**src/rtl/mmu_xlate_pkg.sv**
```systemverilog
`timescale 1ns/1ps
package mmu_xlate_pkg;

  localparam logic [7:0] VEC_ACCESS = 8'o250;
  localparam logic [7:0] VEC_NOMEM  = 8'o004;

  localparam int ST_NONRES = 15;
  localparam int ST_LENGTH = 14;
  localparam int ST_RDONLY = 13;
  localparam logic [15:0] ST_FIELD_MASK = 16'hE06E;

  localparam int DSC_DIR    = 3;
  localparam int DSC_LEN_LO = 8;

  typedef enum logic [2:0] {
    F_NONE, F_NONRES, F_RDONLY, F_LENGTH, F_NOMEM
  } fault_e;

  function automatic logic dspace_enabled(input logic [1:0] m, input logic [2:0] en);
    case (m)
      2'd0:    return en[2];
      2'd1:    return en[1];
      2'd3:    return en[0];
      default: return 1'b0;
    endcase
  endfunction

endpackage

```
**src/rtl/mmu_space_sel.sv**
```systemverilog
`timescale 1ns/1ps
module mmu_space_sel #(
  parameter int VA_W   = 16,
  parameter int PAGE_W = 3
) (
  input  logic [VA_W-1:0]   va,
  input  logic [1:0]        mode,
  input  logic              dspace,
  input  logic [2:0]        d_en,
  output logic [PAGE_W-1:0] rd_page,
  output logic              rd_dsp
);
  import mmu_xlate_pkg::*;

  assign rd_page = va[VA_W-1 -: PAGE_W];
  assign rd_dsp  = dspace & dspace_enabled(mode, d_en);
endmodule

```
**src/rtl/mmu_addr_gen.sv**
```systemverilog
`timescale 1ns/1ps
module mmu_addr_gen #(
  parameter int OFS_W      = 13,
  parameter int PAR_W      = 16,
  parameter int BLK_SHIFT  = 6,
  parameter int PA_W       = 22,
  parameter int PA_SHORT_W = 18
) (
  input  logic [PAR_W-1:0] par,
  input  logic [OFS_W-1:0] ofs,
  input  logic             wide_en,
  output logic [PA_W-1:0]  pa
);
  localparam int SUM_W = PAR_W + BLK_SHIFT + 1;

  logic [SUM_W-1:0] sum;
  assign sum = {1'b0, par, {BLK_SHIFT{1'b0}}} + SUM_W'(ofs);

  logic unused_sum_hi;
  assign unused_sum_hi = ^sum[SUM_W-1:PA_W];

  generate
    if (PA_W > PA_SHORT_W) begin : g_two_widths
      assign pa = wide_en ? sum[PA_W-1:0] : PA_W'(sum[PA_SHORT_W-1:0]);
    end else begin : g_one_width
      logic unused_wide;
      assign unused_wide = wide_en;
      assign pa = sum[PA_W-1:0];
    end
  endgenerate
endmodule

```
**src/rtl/mmu_fault_check.sv**
```systemverilog
`timescale 1ns/1ps
module mmu_fault_check #(
  parameter int     LEN_W     = 7,
  parameter int     PA_W      = 22,
  parameter longint MEM_BYTES = 1048576
) (
  input  logic             chk_en,
  input  logic             is_write,
  input  logic [2:0]       acc_code,
  input  logic             grow_down,
  input  logic [LEN_W-1:0] lim,
  input  logic [LEN_W-1:0] blk,
  input  logic [PA_W-1:0]  pa,
  output mmu_xlate_pkg::fault_e fault
);
  import mmu_xlate_pkg::*;

  logic code_bad, code_nonres, len_bad, past_mem;

  always_comb begin
    if (is_write) code_bad = (acc_code != 3'd6);
    else          code_bad = (acc_code == 3'd0) || (acc_code == 3'd1) ||
                             (acc_code == 3'd3) || (acc_code == 3'd4) ||
                             (acc_code == 3'd7);
    code_nonres = (acc_code == 3'd0) || (acc_code == 3'd4);
    len_bad     = grow_down ? (blk < lim) : (blk > lim);
    past_mem    = 64'(pa) >= 64'(MEM_BYTES);

    if (chk_en && code_bad)     fault = code_nonres ? F_NONRES : F_RDONLY;
    else if (past_mem)          fault = F_NOMEM;
    else if (chk_en && len_bad) fault = F_LENGTH;
    else                        fault = F_NONE;
  end
endmodule

```
**src/rtl/mmu_status_merge.sv**
```systemverilog
`timescale 1ns/1ps
module mmu_status_merge #(
  parameter int PAGE_W = 3
) (
  input  logic [15:0]       mmr0,
  input  mmu_xlate_pkg::fault_e fault,
  input  logic [1:0]        mode,
  input  logic [PAGE_W-1:0] page,
  output logic              abort,
  output logic [7:0]        vec,
  output logic              st_wr,
  output logic [15:0]       st_val
);
  import mmu_xlate_pkg::*;

  logic [15:0] err_bits;
  logic        frozen;

  assign frozen = |mmr0[15:13];

  always_comb begin
    err_bits = '0;
    vec      = '0;
    abort    = 1'b1;
    case (fault)
      F_NONRES: begin err_bits[ST_NONRES] = 1'b1; vec = VEC_ACCESS; end
      F_RDONLY: begin err_bits[ST_RDONLY] = 1'b1; vec = VEC_ACCESS; end
      F_LENGTH: begin err_bits[ST_LENGTH] = 1'b1; vec = VEC_ACCESS; end
      F_NOMEM:  begin err_bits[ST_NONRES] = 1'b1; vec = VEC_NOMEM;  end
      default:  abort = 1'b0;
    endcase
  end

  assign st_wr  = abort & ~frozen;
  assign st_val = (mmr0 & ~ST_FIELD_MASK) | err_bits |
                  (16'(mode) << 5) | (16'(page) << 1);
endmodule

```
**src/rtl/mmu_xlate.sv**
```systemverilog
`timescale 1ns/1ps
module mmu_xlate #(
  parameter int     VA_W       = 16,
  parameter int     PAGE_W     = 3,
  parameter int     PAR_W      = 16,
  parameter int     BLK_SHIFT  = 6,
  parameter int     PA_W       = 22,
  parameter int     PA_SHORT_W = 18,
  parameter longint MEM_BYTES  = 1048576
) (
  input  logic              clk,
  input  logic              rst,
  input  logic              acc_stb,
  input  logic [VA_W-1:0]   va,
  input  logic [1:0]        mode,
  input  logic              dspace,
  input  logic              is_write,
  input  logic              is_byte,
  input  logic [15:0]       mmr0,
  input  logic [15:0]       mmr3,
  input  logic              reduced,
  output logic [1:0]        pr_mode,
  output logic              pr_dsp,
  output logic [PAGE_W-1:0] pr_page,
  input  logic [PAR_W-1:0]  pr_par,
  input  logic [15:0]       pr_pdr,
  output logic              done,
  output logic              abort,
  output logic [7:0]        trap_vec,
  output logic [PA_W-1:0]   pa,
  output logic              st_wr,
  output logic [15:0]       st_val,
  output logic [1:0]        pd_mode,
  output logic              pd_dsp,
  output logic [PAGE_W-1:0] pd_page,
  output logic              pd_set_abt,
  output logic              pd_set_wr
);
  import mmu_xlate_pkg::*;

  localparam int OFS_W = VA_W - PAGE_W;
  localparam int LEN_W = OFS_W - BLK_SHIFT;

  logic map_on, chk_en;
  assign map_on = mmr0[0];
  assign chk_en = mmr0[9] | reduced;

  logic unused_cfg;
  assign unused_cfg = ^{mmr3[15:5], mmr3[3], pr_pdr[15], pr_pdr[7:4]};

  mmu_space_sel #(.VA_W(VA_W), .PAGE_W(PAGE_W)) u_sel (
    .va(va), .mode(mode), .dspace(dspace), .d_en(mmr3[2:0]),
    .rd_page(pr_page), .rd_dsp(pr_dsp)
  );
  assign pr_mode = mode;

  logic [PA_W-1:0] pa_x, pa_m;
  mmu_addr_gen #(.OFS_W(OFS_W), .PAR_W(PAR_W), .BLK_SHIFT(BLK_SHIFT),
                 .PA_W(PA_W), .PA_SHORT_W(PA_SHORT_W)) u_addr (
    .par(pr_par), .ofs(va[OFS_W-1:0]), .wide_en(mmr3[4]), .pa(pa_x)
  );
  assign pa_m = map_on ? pa_x : PA_W'(va);

  fault_e fault_raw, fault;
  mmu_fault_check #(.LEN_W(LEN_W), .PA_W(PA_W), .MEM_BYTES(MEM_BYTES)) u_chk (
    .chk_en(chk_en), .is_write(is_write), .acc_code(pr_pdr[2:0]),
    .grow_down(pr_pdr[DSC_DIR]), .lim(pr_pdr[DSC_LEN_LO +: LEN_W]),
    .blk(va[OFS_W-1 -: LEN_W]), .pa(pa_x), .fault(fault_raw)
  );
  assign fault = map_on ? fault_raw : F_NONE;

  logic        ab_c, stw_c;
  logic [7:0]  vec_c;
  logic [15:0] stv_c;
  mmu_status_merge #(.PAGE_W(PAGE_W)) u_st (
    .mmr0(mmr0), .fault(fault), .mode(mode), .page(pr_page),
    .abort(ab_c), .vec(vec_c), .st_wr(stw_c), .st_val(stv_c)
  );

  logic seta_c, setw_c;
  assign seta_c = ab_c & is_write;
  assign setw_c = map_on & is_write & ~is_byte & ~va[0] & ~ab_c;

  always_ff @(posedge clk) begin
    if (rst) begin
      done       <= 1'b0;
      abort      <= 1'b0;
      trap_vec   <= '0;
      pa         <= '0;
      st_wr      <= 1'b0;
      st_val     <= '0;
      pd_mode    <= '0;
      pd_dsp     <= 1'b0;
      pd_page    <= '0;
      pd_set_abt <= 1'b0;
      pd_set_wr  <= 1'b0;
    end else begin
      done       <= acc_stb;
      abort      <= acc_stb & ab_c;
      st_wr      <= acc_stb & stw_c;
      pd_set_abt <= acc_stb & seta_c;
      pd_set_wr  <= acc_stb & setw_c;
      if (acc_stb) begin
        trap_vec <= vec_c;
        pa       <= pa_m;
        st_val   <= stv_c;
        pd_mode  <= mode;
        pd_dsp   <= pr_dsp;
        pd_page  <= pr_page;
      end
    end
  end
endmodule

```
**config.mk**
```make
export PLATFORM = sky130hd
export DESIGN_NAME = mmu_xlate
export DESIGN_NICKNAME = d
export VERILOG_FILES = /design/src/rtl/mmu_xlate_pkg.sv /design/src/rtl/mmu_space_sel.sv /design/src/rtl/mmu_addr_gen.sv /design/src/rtl/mmu_fault_check.sv /design/src/rtl/mmu_status_merge.sv /design/src/rtl/mmu_xlate.sv
export SDC_FILE = /design/constraint.sdc
export NUM_CORES = 1
export LEC_CHECK = 0
export ABC_AREA = 0
export BUFFER_PORTS_ARGS = -buffer_cell sky130_fd_sc_hd__buf_4
export CAP_MARGIN = 25
export CORE_MARGIN = 2
export CORE_UTILIZATION = 49
export CTS_BUF_LIST = sky130_fd_sc_hd__clkbuf_4 sky130_fd_sc_hd__clkbuf_8
export CTS_CLUSTER_DIAMETER = 100
export CTS_CLUSTER_SIZE = 12
export DETAILED_ROUTE_END_ITERATION = 16
export HOLD_SLACK_MARGIN = 0.08
export PLACE_DENSITY_LB_ADDON = 0.1
export SLEW_MARGIN = 20
export SYNTH_ARGS = -nofsm -noshare
export SYNTH_HDL_FRONTEND = slang
export SYNTH_SLANG_ARGS = --single-unit
```
**constraint.sdc**
```tcl
create_clock -name clk -period 5.5 [get_ports clk]
set_input_delay 0.55 -clock clk [delete_from_list [all_inputs] [get_ports clk]]
set_output_delay 0.55 -clock clk [all_outputs]
set_load 0.05 [all_outputs]
```
# Yosys cells after proc, flatten, opt, wreduce, memory -nomap -nowiden
# Index checks and enable logic that the tools add are counted.
# totals
regBits,57
in_bits,89
output_inout_bits,63
word_cells,73
# op_classes
addsub,1
magnitude_cmp,3
n_eq_ne,11
mux,15
bitwise,19
n_reduce_logical,13
# op_table
operator,count
22-bit two-way mux,2
22-bit by 13-bit adder with 22-bit output,1
"22-bit by 21-bit >= comparator with 1-bit output, second input constant",1
13-bit by 16-bit OR with 16-bit output,1
16-bit by 4-bit OR with 16-bit output,1
16-bit by 7-bit OR with 16-bit output,1
8-bit case mux with 2 select lines,1
1-bit bitwise AND,11
"3-bit by 2-bit equality test with 1-bit output, second input constant",3
"3-bit equality test, second input constant",3
3-bit two-way mux,3
7-bit greater-than comparator,1
7-bit less-than comparator,1
"3-bit by 1-bit equality test with 1-bit output, second input constant",2
1-bit two-way mux,6
3-bit OR reduction,2
1-bit logical OR,5
2-bit two-way mux,2
1-bit NOT,4
4-bit OR reduction,1
3-bit logical NOT,1
"3-bit inequality test, second input constant",1
1-bit case mux with 3 select lines,1
"2-bit by 1-bit equality test with 1-bit output, second input constant",1
5 further kinds,6

# Longest topological paths before layout
# logic_depth
depth_word,15
mapped_depth,8
ltp_nobuf,8

# Cells and area by module
# From an unflattened synthesis, not the netlist that was laid out.
# unflattened
hier_cells,360
hier_area_um2,3260.6
# modules_own_cells
mod,n_inst,cells_each,area_each_um2,seq_area_each_um2
mmu_xlate,1,212,2188.3,1141.1
mmu_addr_gen,1,70,530.5,0.0
mmu_fault_check,1,40,267.8,0.0
mmu_status_merge,1,32,220.2,0.0
mmu_space_sel,1,6,53.8,0.0

# Worst setup path before layout
# Ideal clock, no wire load.
# synth_timing
kind,input port to flip-flop
from,input port va[6]
to,register pd_set_wr
setup_time_ns,0.087
arrival_time_ns,2.343
required_ns,5.413
slack_ns,3.071
stages,8
n_path_buf,0
path_cell_list,ha_1 -> fa_1 -> a21oi_1 -> o221ai_1 -> o21a_1 -> nor4_4 -> o211a_4 -> nor4b_4
# synth_via
elab_chain_len,13
word_cells_on_any_way,20
classes_between,1 x add/sub; 3 x order compare; 4 x eq/ne; 7 x mux; 3 x bitwise; 2 x reduce/logical
# synth_lines
item,line,rtl
"start, declared",mmu_xlate.sv:14,"input logic [VA_W-1:0] va,"
branches (longest 4 deep; another with 22-bit by 13-bit adder with 22-bit output),-,
3-bit two-way mux *,mmu_fault_check.sv:30,else if (past_mem) fault = F_NOMEM;
3-bit two-way mux *,mmu_fault_check.sv:29,if (chk_en && code_bad) fault = code_nonres ? F_NONRES : F_RDONLY;
3-bit two-way mux *,mmu_xlate.sv:70,assign fault = map_on ? fault_raw : F_NONE;
"3-bit by 1-bit equality test with 1-bit output, or another cell as far along",mmu_status_merge.sv:25,case (fault)
4-bit OR reduction (no line) *,-,
1-bit two-way mux *,mmu_status_merge.sv:25,
1-bit NOT *,mmu_xlate.sv:82,assign setw_c = map_on & is_write & ~is_byte & ~va[0] & ~ab_c;
1-bit bitwise AND *,mmu_xlate.sv:82,
1-bit bitwise AND *,mmu_xlate.sv:102,pd_set_wr <= acc_stb & setw_c;
"end signal, assigned",mmu_xlate.sv:102,
"end, declared",mmu_xlate.sv:37,output logic pd_set_wr
# Every way passes the cells marked *.
# A chain may end at the register's enable or synchronous reset.

# Worst setup path in the final report
# Same ends and word-level chain as after synthesis.

==> flow_summary.json <==
{
  "arrival_ns": 2.71,
  "drc_errors": 0,
  "synth-edff-count": 0,
  "hp-class": "in2reg",
  "die_w_um": 77.25,
  "synth_top_family_by_area": "simple AND/OR/NAND/NOR gates",
  "cts_tree": "built",
  "rsz0062_at_grt": "false",
  "die_y_um": 77.25,
  "finalHoldViolCount": 0,
  "areaGrowthSynthToFinish_pct": 36.89,
  "dr.pass1.iters": 4,
  "synth_async_sr_flop_share": 0,
  "skew_ns": 0,
  "p_switching_uw": 302.0,
  "grt_pass1_vias": 2295,
  "core_sq_um": 5140,
  "syn_inst": 304,
  "multi_input_comb_area_sq_um": 1501,
  "vias": 2444,
  "status": "finished clean",
  "relSlewSlack": 0.4519,
  "post_cts_buffers": 0,
  "synth-compound-area-share": 0.1609,
  "setup_viol_count_final": 0,
  "cpLargestDelayFamily": "compound AO/OA/AOI/OAI gates",
  "finalCoreUtilization": 0.7001,
  "power_switching_share": 0.3518,
  "setup_tns_ns": 0,
  "io_pins": 152,
  "cts_num_sinks": 46,
  "antenna_found_initial": 0,
  "critPathMaxFanout": 5,
  "synth_xor_area_frac": 0.03332,
  "grt_first_pass_wirelength_mm": 10.57,
  "place_ws_ns": 2.692,
  "fin_crit_ns": 2.499,
  "clkTransAtPathRegs_ns": 0.08,
  "tightestPinTransition_ns": 0.8192,
  "routabilityCongestion": 0.9003,
  "ir_worst_vdd_v": 0.0001138,
  "cp-start-kind": "input port",
  "insertion_delay_ns": 0.29,
  "yosys.area_share.simple": 0.1932,
  "syn_area_per_cell_sq_um": 8.647,
  "grt_usage": 0.2169,
  "synthAdderAreaFrac": 0.07425,
  "cts-hold-fix-buffers": 0,
  "dp_hpwl_mm": 5.217,
  "path_cells": "buf_4, ha_1, fa_1, a21oi_1, o221ai_1, o21a_1, nor4_4, o211a_4, nor4b_4",
  "fmaxAchievable_mhz": 400.1,
  "regArea_sq_um": 920.9,
  "cts_made_buffers": 5,
  "wirelength_mm": 6.411,
  "grt_max_degree": 39,
  "synth_mux_area_frac": 0.1038,
  "ys.flop_type": "dfxtp_1",
  "fin_nets": 517,
  "cts_resized": 0,
  "grt_remaining_overflow": 0,
  "power_density_nw_per_um2": 238.6,
  "ant_nets": 0,
  "avgRoutedWirePerCell_um": 13.25,
  "htreeDepth": 2,
  "syn_area_sq_um": 2629,
  "die_area_sq_um": 5967,
  "ys_ff_latch": 46,
  "crit_required_ns": 5.71,
  "drtIter0Drc": 89,
  "p_int_uw": 556.4,
  "p_clk_frac": 0.238,
  "finalPower_uw": 858.4,
  "setup_ws_ns": 3.001,
  "ys_warn_count": 0,
  "cap_violations": 0,
  "slew_viol_final": 0,
  "seq_power_share": 0.421,
  "slowest_stage": "fa_1",
  "worstSetupEndpointType": "flop",
  "synth.distinct_cells": 47,
  "place_inst": 476,
  "path_buf_inv": 1,
  "critical_path.max_stage_delay_ns": 0.41,
  "clock_path_buffers": 2,
  "via_per_inst": 5.050,
  "period_share": 0.4544,
  "start_util": 0.5114,
  "ys_seq_area_frac": 0.3503,
  "path_class": "in2reg",
  "antennaDiodeCount": 0,
  "pwr-share-comb": 0.341,
  "rows": 26,
  "fillCellCount": 459,
  "drive_gt1_frac": 0.3454,
  "place.port_buffers": 125,
  "finalNonFillerCells": 484,
  "cts_root_buf": "clkbuf_8",
  "p_leak_uw": 0.001715
}
worst register-to-register path, stage by stage (launching register included):
cell	delay, ns
dfxtp_1	0.32
nor2b_1	0.12
a31oi_1	0.18
o22ai_1	0.09
power groups by stage:
stage / sequential [uW] / clock [uW] / combinational, uW
after global placement: 368 / 0 / 290
final: 361 / 204 / 293
after CTS: 361 / 211 / 294
after detailed placement: 369 / 0 / 293
after floorplan: 433 / 0 / 135
after global routing: 364 / 225 / 314
area by class of cell:
type | instances | area share
multi-input combinational | 219 | 0.4172
timing repair buffer | 125 | 0.2608
sequential | 46 | 0.2559
tap | 70 | 0.02434
clock buffer | 6 | 0.02121
inverter | 16 | 0.01669
clock inverter | 2 | 0.003825
synth_stat cells, drive strengths merged, types with 2 or more instances:
| cell | instances | area share |
|---|---|---|
| mux2i | 25 | 0.095 |
| o31ai | 2 | 0.0057 |
| nor2 | 46 | 0.066 |
| xnor2 | 8 | 0.027 |
| nor3 | 4 | 0.0076 |
| a21o | 2 | 0.0057 |
| nor2b | 6 | 0.014 |
| o41ai | 3 | 0.016 |
| nand2b | 2 | 0.0048 |
| o21a | 3 | 0.0086 |
| nand2 | 20 | 0.029 |
| xor2 | 2 | 0.0067 |
| a211oi | 6 | 0.017 |
| nand3 | 10 | 0.021 |
| nor4 | 3 | 0.013 |
| clkbuf | 6 | 0.0086 |
| and2 | 3 | 0.0071 |
| a31oi | 3 | 0.0071 |
| buf | 20 | 0.051 |
| o211ai | 2 | 0.0057 |
| o22ai | 3 | 0.0071 |
| a21oi | 13 | 0.025 |
| inv | 16 | 0.023 |
| nand4 | 3 | 0.0071 |
| dfxtp | 46 | 0.35 |
| mux2 | 2 | 0.0086 |
| o21ai | 17 | 0.032 |
| ha | 14 | 0.067 |
logic make-up (layout without fill, tap and decap cells):
group,count (synthesis),in the layout
compound gates,60,60
xor+xnor,10,10
fa+ha+maj,15,15
buf+inv,42,149
flops,46,46
mux,27,27
other cells,1,4
simple gates,103,103
layout by cell type (no fill, tap or decap), types with 3 or more instances in the layout:
master / netlist / routed
o22ai_1: 3 / 3
o21ai_0: 16 / 16
mux2i_1: 25 / 25
nand3_1: 9 / 9
buf_4: 16 / 125
inv_1: 16 / 16
and2_1: 3 / 3
nor2_1: 46 / 46
ha_1: 14 / 14
nor3_1: 4 / 4
a31oi_1: 3 / 3
o21a_1: 3 / 3
nand2_1: 20 / 20
a21oi_1: 13 / 13
xnor2_1: 8 / 8
nand4_1: 3 / 3
clkbuf_8: 0 / 5
dfxtp_1: 46 / 46
a211oi_1: 6 / 6
conb_1: 1 / 4
nor2b_1: 6 / 6
flip-flops by register name (all words and copies together) (netlist names):
name / cells
abort: 1
done: 1
pa: 22
pd_dsp: 1
pd_set_abt: 1
pd_set_wr: 1
st_val: 16
st_wr: 1
trap_vec: 2
path summary, 6_finish.rpt:
path / startpoint / to / slack [ns] / cells after the start
worst max-delay path: va[6] / pd_set_wr / 3.00 / 9
worst min-delay path: is_byte / pd_set_wr / 0.43 / 2
worst max register to register: pa[15] / pa[15] / 4.66 / 3
worst min register to register: st_val[0] / st_val[0] / 0.46 / 2
metal layers:
| metal | track usage | routed length (um) | up-vias | part of all wire |
|---|---|---|---|---|
| met2 | 0.3783 | 3062 | 102 | 0.48 |
| li1 | - | - | 1260 | - |
| met4 | 0.05714 | 70 | 0 | 0.011 |
| met1 | 0.2735 | 2834 | 1074 | 0.44 |
| met5 | 0 | 0 | - | 0 |
| met3 | 0.04118 | 443 | 8 | 0.069 |
through the flow:
step | area [sq um] | hold WS [ns]
finish | 3598 | 0.4255
global route | 3598 | 0.4156
CTS | 3598 | 0.4194
detailed placement | 3508 | 0.4481
global placement | 3508 | 0.4346
floorplan | 2640 | 0.6211
Power figures use the tool's default switching activity.
